--- src/rtl/msp_pkg.sv ---
// Package: shared constants and the parity sealing helpers of the
// metering serial port. Assumes 32-bit records with a 4-bit parity nibble.
package msp_pkg;
    localparam int REC_W    = 32;
    localparam int DATA_W   = 28;
    localparam int NIB_W    = 4;
    localparam int PRE_FROM = 2;   // record index at which precharge is honoured
    localparam int PRE_TO   = 4;   // record index precharge jumps to

    // Build a record: parity nibble makes the XOR of all nibbles equal 0xF.
    function automatic logic [REC_W-1:0] msp_seal(input logic [DATA_W-1:0] d);
        logic [NIB_W-1:0] p;
        p = 4'hF;
        for (int i = 0; i < DATA_W/NIB_W; i++) p ^= d[i*NIB_W +: NIB_W];
        return {p, d};
    endfunction

    // XOR fold of all nibbles of a record, used by parity checks.
    function automatic logic [NIB_W-1:0] msp_fold(input logic [REC_W-1:0] w);
        logic [NIB_W-1:0] x;
        x = '0;
        for (int i = 0; i < REC_W/NIB_W; i++) x ^= w[i*NIB_W +: NIB_W];
        return x;
    endfunction
endpackage

--- src/rtl/msp_sync.sv ---
// Module: multi-stage synchronizer for the asynchronous port pins.
// Assumes pins idle high, so every stage resets to one.
module msp_sync #(
    parameter int W      = 4,
    parameter int STAGES = 2
) (
    input  logic         clk,
    input  logic         rst_n,
    input  logic [W-1:0] d,
    output logic [W-1:0] q
);
    logic [W-1:0] stg [STAGES];

    for (genvar s = 0; s < STAGES; s++) begin : g_stage
        // Shift pin values one stage deeper each clock.
        always_ff @(posedge clk) begin
            if (!rst_n)      stg[s] <= '1;
            else if (s == 0) stg[s] <= d;
            else             stg[s] <= stg[(s == 0) ? 0 : s-1];
        end
    end

    assign q = stg[STAGES-1];
endmodule

--- src/rtl/msp_latch_bank.sv ---
// Module: transmission latches. Captures sealed records when a sync low
// pulse of at least LATCH_MIN cycles ends while the port is deselected.
// Assumes synchronized inputs; records NREC-2 and NREC-1 read back config.
module msp_latch_bank import msp_pkg::*; #(
    parameter int NREC      = 8,
    parameter int LATCH_MIN = 4
) (
    input  logic                           clk,
    input  logic                           rst_n,
    input  logic                           sel_n,
    input  logic                           sync,
    input  logic                           sync_rise,
    input  logic [(NREC-2)*DATA_W-1:0]     meas_words,
    input  logic [2*DATA_W-1:0]            cfg_lo,
    output logic [NREC*REC_W-1:0]          rec_flat
);
    localparam int LC_W = $clog2(LATCH_MIN + 1);

    logic [LC_W-1:0]  low_cnt;
    logic             capture;
    logic [REC_W-1:0] words [NREC];

    // Count cycles of sync low while deselected, saturating at the minimum.
    always_ff @(posedge clk) begin
        if (!rst_n)                low_cnt <= '0;
        else if (sel_n && !sync) begin
            if (low_cnt != LC_W'(LATCH_MIN)) low_cnt <= low_cnt + 1'b1;
        end
        else                       low_cnt <= '0;
    end

    assign capture = sel_n && sync_rise && (low_cnt == LC_W'(LATCH_MIN));

    for (genvar r = 0; r < NREC; r++) begin : g_rec
        logic [DATA_W-1:0] src;
        if (r < NREC-2) begin : g_meas
            assign src = meas_words[r*DATA_W +: DATA_W];
        end else begin : g_cfg
            assign src = cfg_lo[(r-(NREC-2))*DATA_W +: DATA_W];
        end

        // Load the sealed record on a qualified latch strobe.
        always_ff @(posedge clk) begin
            if (!rst_n)       words[r] <= msp_seal('0);
            else if (capture) words[r] <= msp_seal(src);
        end

        assign rec_flat[r*REC_W +: REC_W] = words[r];


        parity_seal_chk: assert property (@(posedge clk) disable iff (!rst_n)
            msp_fold(words[r]) == 4'hF);
    end


    latch_hold_chk: assert property (@(posedge clk) disable iff (!rst_n)
        (!sel_n && !$past(sel_n)) |-> $stable(rec_flat));
endmodule

--- src/rtl/msp_shifter.sv ---
// Module: read-side shifter. Walks records and bits on serial clock rising
// edges in read mode, applies the byte and bit order, and honours precharge.
// Assumes synchronized select/sync and single-cycle edge pulses.
module msp_shifter import msp_pkg::*; #(
    parameter int NREC = 8
) (
    input  logic                   clk,
    input  logic                   rst_n,
    input  logic                   sel_n,
    input  logic                   sync,
    input  logic                   sel_fell,
    input  logic                   clk_rise,
    input  logic                   precharge,
    input  logic                   msbf,
    input  logic [NREC*REC_W-1:0]  rec_flat,
    output logic                   dout
);
    localparam int RP_W = $clog2(NREC + 1);
    localparam int BP_W = $clog2(REC_W);

    logic [RP_W-1:0]  rec_ptr;
    logic [BP_W-1:0]  bit_ptr;
    logic [REC_W-1:0] word;
    logic [BP_W-1:0]  pos;
    logic             done;
    logic             pre_ok;

    assign done   = (rec_ptr == RP_W'(NREC));
    assign pre_ok = precharge && (rec_ptr == RP_W'(PRE_FROM)) && (bit_ptr == '0);

    // Advance, reset or jump the read position.
    always_ff @(posedge clk) begin
        if (!rst_n) begin
            rec_ptr <= '0;
            bit_ptr <= '0;
        end else if (sel_fell) begin
            rec_ptr <= '0;
            bit_ptr <= '0;
        end else if (pre_ok) begin
            rec_ptr <= RP_W'(PRE_TO);
        end else if (!sel_n && sync && clk_rise && !done) begin
            bit_ptr <= bit_ptr + 1'b1;
            if (bit_ptr == BP_W'(REC_W-1)) rec_ptr <= rec_ptr + 1'b1;
        end
    end

    // Select the record under the read pointer.
    always_comb begin
        word = '1;
        for (int r = 0; r < NREC; r++)
            if (rec_ptr == RP_W'(r)) word = rec_flat[r*REC_W +: REC_W];
    end

    // Byte order is fixed LS byte first; bit order within a byte follows msbf.
    assign pos  = {bit_ptr[BP_W-1:3], msbf ? bit_ptr[2:0] : ~bit_ptr[2:0]};
    assign dout = done ? 1'b1 : word[pos];


    ptr_reset_chk: assert property (@(posedge clk) disable iff (!rst_n)
        sel_fell |=> (rec_ptr == '0 && bit_ptr == '0));

    ptr_bound_chk: assert property (@(posedge clk) disable iff (!rst_n)
        rec_ptr <= RP_W'(NREC));

    pre_jump_chk: assert property (@(posedge clk) disable iff (!rst_n)
        (precharge && !sel_fell && rec_ptr == RP_W'(PRE_FROM) && bit_ptr == '0)
        |=> rec_ptr == RP_W'(PRE_TO));
endmodule

--- src/rtl/msp_cmd.sv ---
// Module: write-side command decoder. Assembles command bytes MSB first in
// write mode and sets or clears one configuration bit, or flags precharge.
// Assumes synchronized inputs and single-cycle edge pulses.
module msp_cmd #(
    parameter int CFG_W = 64
) (
    input  logic             clk,
    input  logic             rst_n,
    input  logic             sel_n,
    input  logic             sync,
    input  logic             sel_fell,
    input  logic             sync_fell,
    input  logic             clk_rise,
    input  logic             din,
    output logic             precharge,
    output logic [CFG_W-1:0] cfg_bits
);
    localparam int ADDR_W  = $clog2(CFG_W);
    localparam int CMD_LEN = ADDR_W + 2;
    localparam int CNT_W   = $clog2(CMD_LEN);

    logic [ADDR_W:0]  shreg;
    logic [CNT_W-1:0] cnt;
    logic             wr_take;
    logic             last_bit;
    logic             is_pre;

    assign wr_take  = !sel_n && !sync && clk_rise;
    assign last_bit = wr_take && (cnt == CNT_W'(CMD_LEN-1));
    assign is_pre   = (&shreg) && din;

    // Shift command bits and count them within the byte.
    always_ff @(posedge clk) begin
        if (!rst_n) begin
            shreg <= '0;
            cnt   <= '0;
        end else if (sel_fell || (!sel_n && sync_fell)) begin
            cnt   <= '0;
        end else if (wr_take) begin
            shreg <= {shreg[ADDR_W-1:0], din};
            cnt   <= last_bit ? '0 : cnt + 1'b1;
        end
    end

    // Apply a completed byte: a bit write, or a precharge pulse.
    always_ff @(posedge clk) begin
        if (!rst_n) begin
            cfg_bits  <= '0;
            precharge <= 1'b0;
        end else begin
            precharge <= last_bit && is_pre;
            if (last_bit && !is_pre) cfg_bits[shreg[ADDR_W-1:0]] <= shreg[ADDR_W];
        end
    end


    cfg_write_chk: assert property (@(posedge clk) disable iff (!rst_n)
        (last_bit && !is_pre) |=> cfg_bits[$past(shreg[ADDR_W-1:0])] == $past(shreg[ADDR_W]));
endmodule

--- src/rtl/meter_serial_port.sv ---
// Module: top of the metering serial port slave. Synchronizes the pins,
// derives edges, and connects latch bank, shifter and command decoder.
// Assumes pins idle high and a system clock well above the serial clock.
module meter_serial_port import msp_pkg::*; #(
    parameter int NREC        = 8,
    parameter int CFG_W       = 64,
    parameter int SYNC_STAGES = 2,
    parameter int LATCH_MIN   = 4,
    parameter int MSBF_BIT    = 50
) (
    input  logic                       clk,
    input  logic                       rst_n,
    input  logic                       port_sel_n,
    input  logic                       port_sync,
    input  logic                       port_clk,
    input  logic                       port_din,
    output logic                       port_dout,
    output logic                       port_doe,
    input  logic [(NREC-2)*DATA_W-1:0] meas_words,
    output logic [CFG_W-1:0]           cfg_bits
);
    logic [3:0] pins_q;
    logic sel_q, sync_q, clk_q, din_q;
    logic sel_d, sync_d, clk_d;
    logic sel_fell, sync_fell, sync_rise, clk_rise;
    logic precharge;
    logic [NREC*REC_W-1:0] rec_flat;

    msp_sync #(.W(4), .STAGES(SYNC_STAGES)) u_sync (
        .clk(clk), .rst_n(rst_n),
        .d({port_sel_n, port_sync, port_clk, port_din}),
        .q(pins_q)
    );
    assign {sel_q, sync_q, clk_q, din_q} = pins_q;

    // Hold last synchronized levels for edge detection.
    always_ff @(posedge clk) begin
        if (!rst_n) {sel_d, sync_d, clk_d} <= 3'b111;
        else        {sel_d, sync_d, clk_d} <= {sel_q, sync_q, clk_q};
    end

    assign sel_fell  = sel_d && !sel_q;
    assign sync_fell = sync_d && !sync_q;
    assign sync_rise = !sync_d && sync_q;
    assign clk_rise  = !clk_d && clk_q;

    msp_latch_bank #(.NREC(NREC), .LATCH_MIN(LATCH_MIN)) u_latch (
        .clk(clk), .rst_n(rst_n), .sel_n(sel_q), .sync(sync_q),
        .sync_rise(sync_rise), .meas_words(meas_words),
        .cfg_lo(cfg_bits[2*DATA_W-1:0]), .rec_flat(rec_flat)
    );

    msp_shifter #(.NREC(NREC)) u_shift (
        .clk(clk), .rst_n(rst_n), .sel_n(sel_q), .sync(sync_q),
        .sel_fell(sel_fell), .clk_rise(clk_rise), .precharge(precharge),
        .msbf(cfg_bits[MSBF_BIT]), .rec_flat(rec_flat), .dout(port_dout)
    );

    msp_cmd #(.CFG_W(CFG_W)) u_cmd (
        .clk(clk), .rst_n(rst_n), .sel_n(sel_q), .sync(sync_q),
        .sel_fell(sel_fell), .sync_fell(sync_fell), .clk_rise(clk_rise),
        .din(din_q), .precharge(precharge), .cfg_bits(cfg_bits)
    );

    assign port_doe = !sel_q && sync_q;
endmodule

--- config.mk ---
export PLATFORM = sky130hd
export DESIGN_NAME = meter_serial_port
export DESIGN_NICKNAME = d
export VERILOG_FILES = /design/src/rtl/msp_pkg.sv /design/src/rtl/msp_sync.sv /design/src/rtl/msp_latch_bank.sv /design/src/rtl/msp_shifter.sv /design/src/rtl/msp_cmd.sv /design/src/rtl/meter_serial_port.sv
export SDC_FILE = /design/constraint.sdc
export NUM_CORES = 1
export LEC_CHECK = 0
export CAP_MARGIN = 25
export CORE_ASPECT_RATIO = 0.6
export CORE_MARGIN = 2
export CORE_UTILIZATION = 50
export DETAILED_ROUTE_END_ITERATION = 10
export GPL_TIMING_DRIVEN = 0
export HOLD_SLACK_MARGIN = 0.08
export PLACE_DENSITY = 0.78
export SLEW_MARGIN = 20
export SYNTH_ARGS = -nofsm -noshare
export SYNTH_HDL_FRONTEND = slang
export SYNTH_SLANG_ARGS = --single-unit
export TNS_END_PERCENT = 50
--- constraint.sdc ---
create_clock -name clk -period 19.3 [get_ports clk]
set_input_delay 2.895 -clock clk [delete_from_list [all_inputs] [get_ports clk]]
set_output_delay 2.895 -clock clk [all_outputs]
set_load 0.02 [all_outputs]
======== Yosys cells after proc, flatten, opt, wreduce, memory -nomap -nowiden ========
Memory sizes are Yosys's and may differ from the RTL's.
Cells that the tools add are included.
cells by class
  $add $sub $neg .......................... 4
  multipliers ............................. 0
  divide/modulo/power cells ............... 0
  order comparisons ....................... 3
  eq/ne operators ......................... 12
  shifts and indexed selects .............. 0
  mux-type cells .......................... 34
  bitwise logic cells ..................... 70
  reductions and logical operators ........ 40
operators with widths
  cell                                                                                  count
  32-bit two-way mux                                                                    16
  4-bit XOR                                                                             48
  64-bit bitwise mux                                                                    1
  4-bit inverter                                                                        8
  1-bit logical AND                                                                     20
  4-bit by 3-bit == test with 1-bit output (second input constant)                      4
  3-bit two-way mux                                                                     5
  1-bit bitwise OR                                                                      10
  2-bit AND reduction                                                                   5
  4-bit by 2-bit == test with 1-bit output (second input constant)                      2
  1-bit two-way mux                                                                     8
  4-bit two-way mux                                                                     2
  6-bit by 7-bit less-than comparator with 1-bit output (second input constant)         1
  7-bit AND reduction                                                                   1
  3-bit by 1-bit adder with 3-bit output (second input constant)                        2
  1-bit demux with 6-bit select                                                         1
  3-bit == test (second input constant)                                                 2
  6-bit by 1-bit greater-or-equal comparator with 1-bit output (second input constant)  1
  1-bit logical NOT                                                                     6
  5-bit by 6-bit less-than comparator with 1-bit output (second input constant)         1
  5-bit by 1-bit adder with 5-bit output (second input constant)                        1
  1-bit binary-select mux with 5-bit select                                             1
  5-bit == test (second input constant)                                                 1
  5-bit logical NOT                                                                     1
  other kinds (11)                                                                      15
storage, ports and cells
  flip-flop bits (word level) ............. 90
  bits in latches ......................... 0
  memory bits (writable) .................. 264
  ROM bits ................................ 0
  input port bits ......................... 174
  output and inout port bits .............. 66
  word-level logic and storage cells ...... 176
  memories kept ........................... 2
memories
  name           words  bits a word  read ports  clocked after memory_dff  wr ports  line                  RTL
  u_latch.words  8      32           8           0                         8         msp_latch_bank.sv:21  logic [REC_W-1:0] words [NREC];
  u_sync.stg     2      4            2           0                         2         msp_sync.sv:12        logic [W-1:0] stg [STAGES];

======== Logic depth before layout (Yosys ltp) ========
  depth after elaboration ................. 12
  mapped depth ............................ 13
  gate-level depth less buffers ........... 10

======== By module ========
Synthesis repeated with hierarchy kept, for this count alone.
unflattened totals
  cells, all modules ...................... 1580
  area, all modules ....................... 18530.3 µm²
by module, submodules not included
  module             times used  cells each  area each (µm²)  sequential area each (µm²)
  msp_latch_bank     1           690         11522.3          7747.4
  msp_shifter        1           502         3357.0           180.2
  msp_cmd            1           361         3329.4           1501.4
  msp_sync           1           16          210.2            160.2
  meter_serial_port  1           11          111.4            60.1

======== Least setup slack after synthesis ========
No wires, ideal clock.
  path type ............................... reg-to-reg
  start point ............................. register u_latch.low_cnt[0]
  end point ............................... memory u_latch.words[0][0], enable pin
  library setup time ...................... 1.227 ns
  data arrival time ....................... 18.516 ns
  required time ........................... 18.073 ns
  setup slack ............................. -0.443 ns
  stages on the path, launching flop included .. 5
  path buffers ............................ 0
  period minus slack after synthesis ...... 19.743 ns
  path through ............................ dfxtp_1 inv_1 ha_1 nand4_1 o21ai_0
RTL lines
  item                      line                  RTL
  start: declaration        msp_latch_bank.sv:19  logic [LC_W-1:0] low_cnt;
  start signal: assignment  msp_latch_bank.sv:27  if (low_cnt != LC_W'(LATCH_MIN)) low_cnt <= low_cnt + 1'b1;
  end: declaration          msp_latch_bank.sv:21

======== Worst setup path in the final report ========
  start point ............................. register u_shift.rec_ptr[1]
  end point ............................... output port_dout
between the ends
  cells in the longest elaborated chain, start to end .. 12
  elaborated cells on any way between the ends .. 20
  classes of those cells .................. 8 x eq/ne; 11 x mux; 1 x reduce/logical
RTL lines
  item                                       line                     RTL
  start: declaration                         msp_shifter.sv:21        logic [RP_W-1:0] rec_ptr;
  start signal: assignment                   msp_shifter.sv:40        rec_ptr <= RP_W'(PRE_TO);
  start signal: assignment                   msp_shifter.sv:43        if (bit_ptr == BP_W'(REC_W-1)) rec_ptr <= rec_ptr + 1'b1;
  4-bit logical NOT                          msp_shifter.sv:51        if (rec_ptr == RP_W'(r)) word = rec_flat[r*REC_W +: REC_W];
  32-bit two-way mux (8 in a row)            msp_shifter.sv:51
  1-bit binary-select mux with 5-bit select  msp_shifter.sv:56        assign dout = done ? 1'b1 : word[pos];
  1-bit two-way mux (not written as such)    msp_shifter.sv:56
  1-bit two-way mux *                        msp_shifter.sv:56
  end: declaration                           meter_serial_port.sv:17  output logic port_dout,
Mark *: on every way between the ends. The rest lies on a longest branch, timed or not. The select of a mux whose other input is x is not followed.

==> results_dict.tcl <==
set metrics [dict create \
    status "complete, no violations" \
    clkLatencyLatePin_ns 0.55 \
    htreeDepth 2 \
    wl_per_cell_um 27.2 \
    pre_cts_ws_ns 12.20 \
    path_class "reg2out" \
    rsz0062_at_grt "no" \
    fmax_mhz 124 \
    ys_dominant_reg_cell "edfxtp_1" \
    cts_inserted_buffers 35 \
    design_area_um2 22500 \
    switching_share_pct 23.3 \
    placed_cell_area_um2 21300 \
    final_net_count 2123 \
    power.share.clock_pct 41.3 \
    vdd_drop_max_mv 0.0547 \
    syn_area_um2 18000 \
    grt_max_degree 27 \
    cts-root-buf "clkbuf_16" \
    hold_buffers 0 \
    final.setup.tns_ns 0 \
    synth_seq_area_share_pct 53.5 \
    critical_path_required_ns 16.41 \
    drt_first_pass_iters 6 \
    yosysTopAreaCellShare_pct 42.7 \
    busiest_layer "met1" \
    dp_hpwl_um 52300 \
    async_reset_ff_share_pct 0 \
    worstHoldPathType "reg2reg" \
    p_sw_uw 390 \
    track_usage_pct 34.9 \
    ctsLongestPathBuffers 3 \
    gr-total-overflow 0 \
    grt_pass1_vias 13700 \
    comb_power_share_pct 8.4 \
    layout_min_cycle_time_ns 8.04 \
    synthesis.nets 1835 \
    viasPerCell 6.07 \
    cts_tree "built" \
    fin_ws_ns 11.26 \
    core_area_um2 35300 \
    antenna_found_initial 1 \
    die_area_um2 37600 \
    top_level_ports 240 \
    power_density_nw_per_um2 74.6 \
    drt_iter0_markers 2056 \
    synth_area_per_cell_um2 10.9 \
    grtUsageMet3_pct 15.7 \
    drc 0 \
    clk_pin_slew_ns 0.06 \
    ys_seq_elements 354 \
    synth_warnings 0 \
    post_synth_inst_count 1650 \
    drive_gt1_share_pct 6.87 \
    multiInputGateArea_um2 7760 \
    cp-start-kind "flip-flop" \
    portBuffers 239 \
    path_max_fanout 10 \
    holdPathStages 1 \
    yosysUniqueCellTypes 83 \
    numClockSinks 354 \
    place_congestion 1.05 \
    cap_viol_max_count 0 \
    die_w_um 249 \
    globalRouteMet2Util_pct 44.1 \
    ant_nets 0 \
    use_met1_pct 53.7 \
    initial_core_util_pct 51.1 \
    post_cts_buffers 0 \
    wl_um 66300 \
    drv_slew 0 \
    synth_top_area_cell "edfxtp_1" \
    grt_pass1_wl_um 94000 \
    yosysMostFrequentCell "edfxtp_1" \
    power_frac_seq_pct 50.3 \
    cp_data_arrival_time_ns 5.14 \
    max_slew_margin_pct 19.7 \
    synth_common_cells "edfxtp_1 (256), and2_1 (225), xnor2_1 (199)" \
    dpl.cell_count 2368 \
    min_period_over_period_pct 41.6 \
    final-seq-area_um2 9650 \
    end_kind "primary output" \
    worstMarginPinSlew_ns 1.17 \
    hold_viol_final 0 \
    fillers 2796 \
    cellLeakagePower_nw 7.44 \
    std_cell_rows 53 \
    synth-edff-count 256 \
    post_cts_resized 0 \
    p_int_mw 1.28 \
    finalSetupViolCount 0 \
    syn_to_final_growth_pct 24.6 \
    layout.cells.non_filler 2434 \
    dieHeight_um 151 \
    synthTopCellsByArea "edfxtp_1 (43%), dfxtp_1 (11%), xnor2_1 (9.7%)" \
    r2r_cells 7 \
    skew_ns 0.0265 \
    dr_total_vias 14800 \
]
[cell families (layout without fill, tap and decap cells)]
family          count (synthesis)  after routing  synth area share, %
flops                         354            354                 53.5
fa+ha+maj                      11             11                0.764
compound gates                337            337                 12.8
other cells                     0              2                    0
buf+inv                       132            447                 3.45
xor+xnor                      204            204                 10.0
simple gates                  573            573                 17.3
mux                            39             39                 2.17
[power by group through the flow]
stage | sequential (mW) | combinational, mW | clock (mW)
finish | 0.842 | 0.140 | 0.692
global route | 0.842 | 0.148 | 0.723
CTS | 0.841 | 0.139 | 0.692
detailed placement | 0.857 | 0.138 | 0
global placement | 0.873 | 0.129 | 0
floorplan | 0.860 | 0.0663 | 0
[placed cells by master, fill, tap and decap left out, types with 28 or more instances in the layout]
| cell | n |
|---|---|
| edfxtp_1 | 256 |
| clkdlybuf4s50_1 | 239 |
| and2_1 | 225 |
| xnor2_1 | 199 |
| nand2_1 | 100 |
| dfxtp_1 | 98 |
| nor2_1 | 96 |
| o21ai_0 | 77 |
| clkbuf_1 | 73 |
| a21oi_1 | 56 |
| nor2b_1 | 41 |
| mux2i_1 | 39 |
| clkbuf_16 | 35 |
| o22ai_1 | 34 |
| o221ai_1 | 28 |
| a21boi_0 | 28 |
[metrics by stage]
| stage | power (mW) | utilization, % | hold WS [ns] |
|---|---|---|---|
| 6_report | 1.67 | 63.6 | 0.410 |
| 5_1_grt | 1.71 | 63.6 | 0.424 |
| 4_1_cts | 1.67 | 63.6 | 0.410 |
| 3_5_place_dp | 0.995 | 60.5 | 0.396 |
| 3_3_place_gp | 1.00 | 59.5 | 0.390 |
| 2_1_floorplan | 0.927 | - | 0.386 |
[final timing paths]
path,startpoint,end,slack (ns)
max,u_shift.rec_ptr[1]$_SDFFE_PP0P_,port_dout,11.26
min,u_sync.stg[0][0]$_SDFF_PN1_,u_sync.stg[1][0]$_SDFF_PN1_,0.41
max reg2reg,u_latch.low_cnt[0]$_SDFFE_PN0P_,u_latch.words[1][121]$_SDFFCE_PN0P_,15.89
min reg2reg,u_sync.stg[0][0]$_SDFF_PN1_,u_sync.stg[1][0]$_SDFF_PN1_,0.41
[routing by layer]
layer / up-vias / wire length (um)
li1: 6444 / -
met1: 7289 / 29700
met2: 959 / 24700
met3: 91 / 10700
met4: 2 / 1020
met5: - / 71
[flip-flops by register name (all words and copies together), names as in the netlist, 3 cells and up]
register	flops
u_cmd.cnt	3
u_cmd.shreg	7
u_shift.rec_ptr	4
u_shift.bit_ptr	5
u_latch.low_cnt	3
u_sync.stg	8
u_latch.words	256
u_cmd.cfg_bits	64
[cell type report]
cell class | count | area share (%)
inverter | 17 | 0.284
sequential | 354 | 43.0
buffer | 115 | 2.49
clock inverter | 25 | 1.01
clock buffer | 39 | 3.97
antenna | 2 | 0.0223
timing repair buffer | 251 | 12.1
tap | 467 | 2.60
multi-input combinational | 1164 | 34.6
[worst max-delay path, stage by stage, from the launching register on]
cell and delay [ns]:
dfxtp_1 0.42, inv_1 0.09, ha_1 0.19, buf_6 0.15, inv_1 0.31, buf_2 0.35, o22ai_1 0.15, o21ai_0 0.57
o221ai_1 0.45, a21oi_1 0.24, nor3_1 0.07, o22a_1 0.24, o32ai_1 0.64, clkdlybuf4s50_1 0.73
Note: power is estimated with default switching activity, not from simulation.
